[src/rtl/blk_sector_dma.sv]
module blk_sector_dma #(
  parameter int SECTOR_BYTES = 512,
  parameter int SECT_PER_TRK = 32,
  parameter int TRK_PER_SURF = 1024,
  parameter int SURFACES     = 4,
  parameter int ADDR_W       = 32,
  localparam int SEC_W  = (SECT_PER_TRK > 1) ? $clog2(SECT_PER_TRK) : 1,
  localparam int TRK_W  = (TRK_PER_SURF > 1) ? $clog2(TRK_PER_SURF) : 1,
  localparam int SURF_W = (SURFACES > 1) ? $clog2(SURFACES) : 1
) (
  input  logic              clk,
  input  logic              rst_n,
  input  logic              reg_wr,
  input  logic              reg_rd,
  input  logic [1:0]        reg_sel,
  input  logic [31:0]       reg_wdata,
  output logic [31:0]       reg_rdata,
  output logic              irq,
  output logic              src_active,
  output logic [SURF_W-1:0] src_surface,
  output logic [TRK_W-1:0]  src_track,
  output logic [SEC_W-1:0]  src_sector,
  output logic              src_ready,
  input  logic              src_valid,
  input  logic [31:0]       src_data,
  output logic              dma_valid,
  output logic [ADDR_W-1:0] dma_addr,
  output logic [31:0]       dma_wdata,
  input  logic              dma_ready
);
  localparam int WORDS = SECTOR_BYTES / 4;
  localparam int CNT_W = (WORDS > 1) ? $clog2(WORDS) : 1;
  localparam logic [CNT_W-1:0] LAST_IDX = CNT_W'(WORDS - 1);
  localparam logic [31:0] SPT_L = 32'(SECT_PER_TRK);
  localparam logic [31:0] TPS_L = 32'(TRK_PER_SURF);
  localparam logic [31:0] CAP_L = 32'(SECT_PER_TRK * TRK_PER_SURF * SURFACES);

  logic              busy, done, err_busy, err_range;
  logic [31:0]       lba_q;
  logic [ADDR_W-1:0] dest_q, addr_q;
  logic [31:0]       buf_q;
  logic              buf_v;
  logic [CNT_W-1:0]  sent_q;
  logic [SEC_W-1:0]  sec_q;
  logic [TRK_W-1:0]  trk_q;
  logic [SURF_W-1:0] surf_q;

  wire cmd_rd    = reg_wr && reg_sel == 2'd0 && reg_wdata[7:0] == 8'h01;
  wire start     = cmd_rd && !busy;
  wire in_range  = lba_q < CAP_L;
  wire take      = src_valid && src_ready;
  wire put       = buf_v && dma_ready;
  wire last      = put && sent_q == LAST_IDX;
  wire stat_clr  = reg_wr && reg_sel == 2'd3 && reg_wdata[1];
  wire stat_rd   = reg_rd && reg_sel == 2'd3;

  assign src_ready   = busy && !buf_v;
  assign src_active  = busy;
  assign src_sector  = sec_q;
  assign src_track   = trk_q;
  assign src_surface = surf_q;
  assign dma_valid   = buf_v;
  assign dma_addr    = addr_q;
  assign dma_wdata   = buf_q;
  assign irq         = done;

  always_ff @(posedge clk) begin
    if (!rst_n) begin
      lba_q  <= '0;
      dest_q <= '0;
    end else if (reg_wr) begin
      if (reg_sel == 2'd1) lba_q  <= reg_wdata;
      if (reg_sel == 2'd2) dest_q <= {reg_wdata[ADDR_W-1:2], 2'b00};
    end
  end

  always_ff @(posedge clk) begin
    if (!rst_n) begin
      busy   <= 1'b0;
      addr_q <= '0;
      sent_q <= '0;
      sec_q  <= '0;
      trk_q  <= '0;
      surf_q <= '0;
      buf_v  <= 1'b0;
      buf_q  <= '0;
    end else begin
      if (start && in_range) begin
        busy   <= 1'b1;
        addr_q <= dest_q;
        sent_q <= '0;
        sec_q  <= SEC_W'(lba_q % SPT_L);
        trk_q  <= TRK_W'((lba_q / SPT_L) % TPS_L);
        surf_q <= SURF_W'(lba_q / (SPT_L * TPS_L));
      end
      if (take) begin
        buf_v <= 1'b1;
        buf_q <= src_data;
      end
      if (put) begin
        buf_v  <= 1'b0;
        addr_q <= addr_q + ADDR_W'(4);
        sent_q <= sent_q + CNT_W'(1);
      end
      if (last) busy <= 1'b0;
    end
  end

  always_ff @(posedge clk) begin
    if (!rst_n) begin
      done      <= 1'b0;
      err_busy  <= 1'b0;
      err_range <= 1'b0;
    end else begin
      if (last || (start && !in_range)) done <= 1'b1;
      else if (stat_clr || stat_rd)     done <= 1'b0;
      if (start && !in_range) err_range <= 1'b1;
      else if (stat_clr)      err_range <= 1'b0;
      if (cmd_rd && busy)     err_busy  <= 1'b1;
      else if (stat_clr)      err_busy  <= 1'b0;
    end
  end

  always_comb begin
    case (reg_sel)
      2'd1:    reg_rdata = lba_q;
      2'd2:    reg_rdata = 32'(dest_q);
      2'd3:    reg_rdata = {28'd0, err_range, err_busy, done, busy};
      default: reg_rdata = '0;
    endcase
  end
endmodule


[config.mk]
export PLATFORM = sky130hd
export DESIGN_NAME = blk_sector_dma
export DESIGN_NICKNAME = d
export VERILOG_FILES = /design/src/rtl/blk_sector_dma.sv
export SDC_FILE = /design/constraint.sdc
export NUM_CORES = 1
export LEC_CHECK = 0
export ABC_AREA = 1
export BUFFER_PORTS_ARGS = -buffer_cell sky130_fd_sc_hd__buf_2
export CAP_MARGIN = 20
export CELL_PAD_IN_SITES_DETAIL_PLACEMENT = 1
export CELL_PAD_IN_SITES_GLOBAL_PLACEMENT = 1
export CORE_ASPECT_RATIO = 1.4
export CORE_UTILIZATION = 40
export CTS_BUF_LIST = sky130_fd_sc_hd__clkbuf_4 sky130_fd_sc_hd__clkbuf_8
export CTS_CLUSTER_SIZE = 8
export DETAILED_ROUTE_END_ITERATION = 16
export MAX_ROUTING_LAYER = met4
export PLACE_DENSITY = 0.83
export RECOVER_POWER = 50
export SYNTH_ARGS = -nofsm -noshare
export SYNTH_HDL_FRONTEND = slang
export SYNTH_SLANG_ARGS = --single-unit
[constraint.sdc]
create_clock -name clk -period 2.5 [get_ports clk]
set_input_delay 0.5 -clock clk [delete_from_list [all_inputs] [get_ports clk]]
set_output_delay 0.5 -clock clk [all_outputs]
set_load 0.05 [all_outputs]
Yosys cells after proc, flatten, opt, wreduce, memory -nomap -nowiden. Index checks and enable logic that the tools add are counted. W data, S select, Z words.

Output and inout bits: 117. Register bits: 155. Word-level logic and storage cells: 59.

Add/subtract/negate cells: 2. Muxes and demuxes: 10. Reductions and logical operators: 27. Bitwise logic cells: 1. $lt $le $gt $ge: 1. Equal/unequal tests: 5.

Operator list (count): $pmux W32 S3 (1); $mux W32 (2); $add A32 B3 Y32 const B (1); $lt A32 B18 Y1 const B (1); $mux W7 (2); $logic_and A1 B1 Y1 (13); $eq A8 B1 Y1 const B (1); $reduce_bool A2 Y1 (4); $add A7 B1 Y7 const B (1); $eq A7 B7 Y1 const B (1); $mux W1 (5); $eq A2 B2 Y1 const B (2); $reduce_and A2 Y1 (2); $reduce_or A2 Y1 (2); $logic_not A1 Y1 (3); $eq A2 B1 Y1 const B (1); $logic_not A2 Y1 (1); $logic_or A1 B1 Y1 (2); $not A1 Y1 (1).

Logic depth before layout (Yosys ltp). Gate-level depths: netlist of run 1.

Depth in word-level cells: 7. Mapped depth: 12. Gate-level depth less buffers: 10.

Worst setup path before layout of run 1. Ideal clock, no wire load.

Path type: input port to output port. Start: input reg_sel[0]. End: output reg_rdata[1]. Stages: 5. Data required time: 2.000 ns. Path buffers: 1. Data arrival time: 2.010 ns. Setup slack: -0.010 ns. Path through: inv_2 -> nor2_1 -> inv_1 -> clkbuf_1 -> o21ai_0.

Word-level cells in the longest chain between the ends: 2. Elaborated cells on any way between the ends: 4. Those cells by class: eq/ne: 3; mux: 1.

Ends and longest elaborated chain: from (decl) (line 15) `input logic [1:0] reg_sel,`; $eq A2 B2 Y1 or $eq A2 B1 Y1 (tied branches) (line 125) `case (reg_sel)`; $pmux W32 S3 (*) (line 125); to (decl) (line 17) `output logic [31:0] reg_rdata,`.

Mark *: on every way between the ends. The rest lies on a longest branch, timed or not.

Worst setup path in the final report of run 1.
Start: input reg_sel[0]. End: output reg_rdata[26].

The elaborated chain is that of the path after synthesis.

==> results of run 1 <==
-- final cells by class --
| type | count | share of cell area [%] |
|---|---|---|
| flip-flops and latches | 153 | 35.7 |
| repair buffers | 209 | 12.1 |
| clock buffers | 17 | 2.73 |
| multi-input cells | 729 | 39.3 |
| diodes | 2 | 0.0583 |
| inverters | 117 | 5.12 |
| clock inverters | 15 | 1.53 |
| well taps | 236 | 3.44 |
-- metal layers --
layer | track usage (%) | wire, µm | up-vias
met3 | 5.31 | 1160 | 52
met2 | 47.7 | 12400 | 205
met1 | 31.6 | 9970 | 3619
met5 | - | 0 | -
li1 | - | - | 3787
met4 | 12.6 | 909 | 0
-- worst max-delay path by stage --
| stage | start | to | slack, ns | cells past startpoint |
|---|---|---|---|---|
| 6_report | reg_sel[0] | reg_rdata[26] | 0.21 | 7 |
| 5_1_grt | reg_sel[1] | reg_rdata[2] | 0.11 | 7 |
| 4_1_cts | reg_sel[1] | reg_rdata[2] | 0.21 | 7 |
| 3_5_place_dp | reg_sel[1] | reg_rdata[2] | 0.21 | 7 |
| 3_3_place_gp | reg_sel[0] | reg_rdata[6] | 0.30 | 7 |
| 2_1_floorplan | src_active | dma_wdata[0] | 0.11 | 7 |
-- cell families after synthesis --
logic type,count (synthesis),share of synthesized area (%)
compound gates,270,20.2
flops,153,42.9
simple gates,455,26.5
buf+inv,179,9.99
fa+ha+maj,2,0.351
other cells,1,0.0525
-- cells in the mapped netlist --
master / number
nand2_1: 233
dfxtp_1: 153
a21oi_1: 129
nor2_1: 117
inv_1: 111
o21ai_0: 94
nand3_1: 81
clkbuf_1: 45
o22ai_1: 31
buf_2: 9
nand4_1: 9
a21oi_2: 5
inv_2: 4
o21ai_2: 4
buf_1: 3
buf_6: 3
nor2_2: 3
nor2_4: 3
nor3_1: 3
buf_4: 2
clkinv_1: 2
ha_1: 2
nand2_2: 2
o221ai_1: 2
a211oi_1: 1
a31oi_1: 1
conb_1: 1
nand2_4: 1
nand3_2: 1
nand3b_1: 1
o211ai_1: 1
o21a_1: 1
o21bai_1: 1
or2_0: 1
-- through the flow --
stage                     power, mW  area (µm²)  hold WS (ns)  cells  util [%]
final                          4.75        8580         0.267   1478      49.3
after global routing           4.95        8580         0.253   1477      49.3
after CTS                      4.80        8660         0.240   1476      49.8
after detailed placement       3.00        8300         0.456   1444      47.7
after global placement         2.99        8300         0.448   1444      47.7
after floorplan                2.83        7140         0.441   1061         -
-- power groups by stage --
stage	Sequential (mW)	Combinational (mW)	Clock, mW
floorplan	2.56	0.268	0
global placement	2.57	0.422	0
detailed placement	2.57	0.430	0
CTS	2.52	0.433	1.85
global route	2.52	0.467	1.96
finish	2.52	0.429	1.80
-- registers in the layout (all words and copies together) (netlist names), 2 cells and up --
register     cells
dma_addr        30
src_surface      2
dest_q          30
dma_wdata       32
src_sector       5
sent_q           7
lba_q           32
src_track       10
-- cells in the final DEF (no fill, tap or decap), types with 3 or more instances in the layout --
cell,count
a21oi_1,129
a21oi_2,5
buf_2,136
buf_4,17
clkbuf_1,51
clkbuf_2,4
clkbuf_8,17
clkinv_1,3
clkinv_4,3
dfxtp_1,153
inv_1,112
inv_6,8
nand2_1,230
nand2_2,5
nand3_1,81
nand4_1,9
nor2_1,117
nor2_2,3
nor2_4,3
nor3_1,3
o21ai_0,93
o21ai_2,4
o22ai_1,31
-- worst reg2reg max path: stages, from the launching register on --
cell	delay, ns
dfxtp_1	0.42
ha_1	0.22
nand2_1	0.09
nor2_2	0.23
nand2_1	0.25
nor2_1	0.39
nand2_1	0.09
nand3_1	0.10
nand2_1	0.06
nand2_1	0.05
a21oi_1	0.06
==> flow_metrics.py, run 1 <==
metrics = {
    "place": {
        "hpwl_um": 18500,
        "gp_congestion": 0.863,
        "io_buffers": 186,
        "pre_cts_slack_ns": 0.213,
    },
    "layout": {
        "syn_to_final_growth_pct": 20.2,
        "nFillCells": 2431,
        "nets": 1301,
        "drive_gt1_share_pct": 17.3,
        "multiInputGateArea_mm2": 0.00337,
        "seq_area_mm2": 0.00306,
    },
    "synth": {
        "syn_area_per_cell_um2": 6.73,
        "synth_cells": 1060,
        "synth_top_cell_by_area": "dfxtp_1",
        "yosys_warnings": 0,
        "synthTopCellsByArea": "dfxtp_1 43%, nand2_1 12%, a21oi_1 9.0%",
        "synth_top_area_share_pct": 42.9,
        "netlist_area_mm2": 0.00714,
        "synth-seq-cells": 153,
        "ys_seq_area_share_pct": 42.9,
        "yosysUniqueCellTypes": 34,
    },
    "power": {
        "intPower_mw": 3.34,
        "ir_drop_mv": 0.354,
        "pwr-share-clk_pct": 37.9,
        "p_comb_share_pct": 9.0,
        "p_sw_share_pct": 29.6,
        "p_leak_nw": 3.32,
        "p_sw_mw": 1.40,
        "cellPowerDensity_mw_per_mm2": 553,
        "pwr-share-seq_pct": 53.0,
    },
    "clock_network": {
        "ctsHoldBuffers": 0,
        "clock-sinks": 153,
        "cts_made_buffers": 17,
        "post-cts-setup-buffer-count": 0,
        "htreeDepth": 4,
        "root_buffer": "clkbuf_8",
        "cts_resized": 0,
        "cts_buffer_depth": 2,
        "cts_tree": "built",
        "path_clk_slew_ns": 0.10,
        "clock_latency_ns": 0.47,
    },
    "global_route": {
        "grt_pass1_wl_um": 39000,
        "grt_pass1_vias": 7788,
        "overflow": 0,
        "grtUsageTotal_pct": 28.1,
        "antenna_found_initial": 1,
        "grt_max_degree": 61,
    },
    "hold_path": {
        "hold_start": "src_data[10]",
        "min_delay_worst_endpoint": "dma_wdata[10]",
        "hold_path_depth": 3,
        "min_path_type": "input pin to flip-flop",
    },
    "timing": {
        "slew_violations": 0,
        "worst_pin_slew_ns": 1.09,
        "setup_viol_count_final": 0,
        "skew_ns": 0.0244,
        "min_period_ns": 2.29,
        "fin_crit_sh_pct": 91.5,
        "fin_ws_ns": 0.212,
        "rsz0062_at_grt": "no",
        "tns_ns": 0,
        "hold_viol": 0,
        "fmax_mhz": 437,
        "maxSlewHeadroom_pct": 27.4,
    },
    "floorplanning": {
        "chipWidth_um": 115,
        "die_area_mm2": 0.0184,
        "fp-row-count": 57,
        "start_util_pct": 41.0,
        "dieHeight_um": 160,
        "io-pin-count": 189,
        "core_mm2": 0.0174,
    },
    "setup_path": {
        "cp_slowest_cell": "buf_2",
        "start_kind": "input pin",
        "setup.worst_path.end_class": "primary output",
        "slowest_delay_ns": 0.30,
        "r2r_slack_ns": 0.41,
        "criticalPathCategory": "input pin to primary output",
        "crit_arrival_ns": 1.79,
        "r2r_end": "dma_addr[12]",
        "crit_family": "buffers and inverters",
        "r2r_start": "dma_addr[3]",
        "critPathBufInv": 5,
        "cp_cell_sequence": "buf_2 -> inv_2 -> nor2_1 -> inv_1 -> buf_4 -> o22ai_1 -> buf_2",
        "cp.required_ns": 2.00,
        "r2r_cells": 10,
        "cp_common_cell": "buf_2",
        "cp_max_fo": 11,
    },
    "job": {
        "cap_viol_max_count": 0,
    },
    "detailed_routing": {
        "drtPass1Iterations": 5,
        "vias": 7663,
        "drt-initial-drc-count": 328,
        "wl_um": 24400,
        "route.detailed.drc": 0,
        "ant_nets": 0,
        "via_per_inst": 5.18,
        "post_drt_wl_per_cell_um": 16.5,
    },
    "run_status": {
        "outcome": "completed",
    },
}
No activity file was read; power rests on OpenSTA's default activity.
==> inputs of run 2 (changes only) <==
--- a/config.mk
+++ b/config.mk
@@ -5,7 +5,7 @@
 export SDC_FILE = /design/constraint.sdc
 export NUM_CORES = 1
 export LEC_CHECK = 0
-export ABC_AREA = 1
+export ABC_AREA = 0
 export BUFFER_PORTS_ARGS = -buffer_cell sky130_fd_sc_hd__buf_2
 export CAP_MARGIN = 20
 export CELL_PAD_IN_SITES_DETAIL_PLACEMENT = 1
@@ -16,7 +16,7 @@
 export CTS_CLUSTER_SIZE = 8
 export DETAILED_ROUTE_END_ITERATION = 16
 export MAX_ROUTING_LAYER = met4
-export PLACE_DENSITY = 0.83
+export PLACE_DENSITY = 0.82
 export RECOVER_POWER = 50
 export SYNTH_ARGS = -nofsm -noshare
 export SYNTH_HDL_FRONTEND = slang
==> run 2 against run 1 <==
  * Clock-buffer cell count grew 4
  * Critical path type unchanged
  * Hold slack got worse by 0.0089 ns
  * Final area down 5.6%
  * Synthesized cell count decreased by 20%
  * Wire length is 6.4% lower
  * Largest power group unchanged
  * Final cell count is 17% lower
  * Largest cell class unchanged
==> flow_metrics.py, run 2 <==
metrics = {
    "global_route": {
        "grt_max_degree": 51,
        "grtUsageTotal_pct": 28.6,
        "antenna_found_initial": 0,
        "grt_pass1_vias": 6973,
        "overflow": 0,
        "grt_pass1_wl_um": 35600,
    },
    "timing": {
        "skew_ns": 0.0104,
        "tns_ns": 0,
        "fmax_mhz": 455,
        "slew_violations": 0,
        "rsz0062_at_grt": "no",
        "min_period_ns": 2.20,
        "setup_viol_count_final": 0,
        "fin_ws_ns": 0.302,
        "fin_crit_sh_pct": 87.9,
        "maxSlewHeadroom_pct": 54.0,
        "hold_viol": 0,
        "worst_pin_slew_ns": 0.690,
    },
    "layout": {
        "layout.cells.most_common_list": "267 x nand2_1, 153 x dfxtp_1, 142 x a21oi_1",
        "layout_commonest_cell": "nand2_1",
        "syn_to_final_growth_pct": 24.1,
        "diodes": 0,
        "nFillCells": 2036,
        "nets": 1091,
        "drive_gt1_share_pct": 19.9,
    },
    "synth": {
        "netlist_area_mm2": 0.00653,
        "synth_top_cell_by_area": "dfxtp_1",
        "yosysMostFrequentCell": "nand2_1",
        "synth_cells": 845,
        "synthArstFlopShare_pct": 0,
        "synth-seq-cells": 153,
        "yosys_warnings": 0,
        "ys_seq_area_share_pct": 46.9,
        "synth_edf_count": 0,
        "synth_top_area_share_pct": 46.9,
        "netlist_top_cells_count": "267 x nand2_1, 153 x dfxtp_1, 142 x a21oi_1, 52 x clkbuf_1, 30 x a22o_1",
        "yosysUniqueCellTypes": 47,
        "syn_area_per_cell_um2": 7.72,
        "synth-main-ff-cell": "dfxtp_1",
        "synthTopCellsByArea": "dfxtp_1 47%, nand2_1 15%, a21oi_1 11%",
    },
    "setup_path": {
        "cp_max_fo": 32,
        "cp.required_ns": 2.00,
        "start_kind": "input pin",
        "r2r_cells": 5,
        "criticalPathCategory": "input pin to primary output",
        "r2r_slack_ns": 0.42,
        "crit_arrival_ns": 1.70,
        "setup.worst_path.end_class": "primary output",
        "r2r_start": "lba_q[31]",
        "r2r_end": "dma_addr[2]",
    },
    "detailed_routing": {
        "wl_um": 22900,
        "ant_nets": 0,
        "drt-initial-drc-count": 318,
        "vias": 6737,
        "route.detailed.drc": 0,
        "drtPass1Iterations": 4,
        "via_per_inst": 5.50,
        "post_drt_wl_per_cell_um": 18.7,
    },
    "floorplanning": {
        "die_area_mm2": 0.0168,
        "chipWidth_um": 110,
        "dieHeight_um": 153,
        "start_util_pct": 41.5,
        "io-pin-count": 189,
        "core_mm2": 0.0157,
        "fp-row-count": 54,
    },
    "clock_network": {
        "cts_resized": 0,
        "path_clk_slew_ns": 0.08,
        "cts_made_buffers": 17,
        "root_buffer": "clkbuf_8",
        "clock-sinks": 153,
        "clock_latency_ns": 0.47,
        "htreeDepth": 4,
        "post-cts-setup-buffer-count": 0,
        "cts_tree": "built",
        "ctsHoldBuffers": 0,
        "cts_buffer_depth": 2,
    },
    "job": {
        "cap_viol_max_count": 0,
    },
    "power": {
        "ir_drop_mv": 0.366,
        "p_leak_nw": 3.07,
        "cellPowerDensity_mw_per_mm2": 612,
    },
    "hold_path": {
        "hold_path_depth": 3,
        "min_path_type": "input pin to flip-flop",
        "min_delay_worst_endpoint": "dma_wdata[8]",
        "hold_start": "src_data[8]",
    },
    "place": {
        "io_buffers": 186,
        "gp_congestion": 0.869,
        "hpwl_um": 16300,
        "pre_cts_slack_ns": 0.153,
    },
    "run_status": {
        "outcome": "completed",
    },
}
## run 2: how the worst max path moves through the flow
stage                  from            end  depth (start not counted)
2_1_floorplan    src_active   dma_wdata[0]                          6
3_3_place_gp   reg_wdata[1]    dma_addr[2]                          6
3_5_place_dp   reg_wdata[1]   dma_addr[26]                          7
4_1_cts          reg_sel[1]  reg_rdata[17]                          5
5_1_grt           dma_valid   dma_addr[18]                          5
6_report         reg_sel[1]  reg_rdata[16]                          5
## run 2: worst max-delay path, cell delays in order
cell     delay (ns)
buf_2          0.21
nor2b_1        0.26
buf_12         0.24
a22o_1         0.20
buf_2          0.28
## run 2: layout make-up
type	instances	area (µm²)	share of cell area (%)
Multi-Input combinational cell	629	3210	39.7
Sequential cell	153	3060	37.8
Timing Repair Buffer	214	1120	13.9
Clock buffer	21	277	3.41
Tap cell	196	245	3.03
Clock inverter	11	169	2.09
Inverter	2	10.0	0.124
## run 2: stage by stage
step | power (mW) | instances | utilization, % | hold WS (ns) | instance area, µm²
5_1_grt | 5.13 | 1226 | 51.4 | 0.234 | 8100
6_report | 4.96 | 1226 | 51.4 | 0.259 | 8100
3_3_place_gp | 2.89 | 1194 | 49.3 | 0.439 | 7760
4_1_cts | 5.00 | 1226 | 52.2 | 0.234 | 8210
2_1_floorplan | 2.73 | 846 | - | 0.432 | 6530
3_5_place_dp | 2.89 | 1194 | 49.3 | 0.445 | 7760
## run 2: routing by layer
layer  global-route usage (%)  vias up  share of wire, %
met5                        -        -                 0
met4                     11.3        0               2.8
met3                     5.97       40               5.1
met2                     51.5      199                53
met1                     29.3     3224                39
li1                         -     3274                 -
## run 2: power by group
| group | internal (mW) | switching (mW) | leakage, nW |
|---|---|---|---|
| combinational | 0.108 | 0.218 | 1.60 |
| clock | 1.16 | 0.964 | 0.227 |
| sequential | 2.47 | 0.0363 | 1.24 |
## run 2: cell families after synthesis
group           after synthesis  synth area share, %
buf+inv                      64                 3.89
mux                           5                0.805
flops                       153                 46.9
simple gates                384                 26.3
compound gates              236                 21.6
other cells                   1               0.0575
fa+ha+maj                     2                0.383
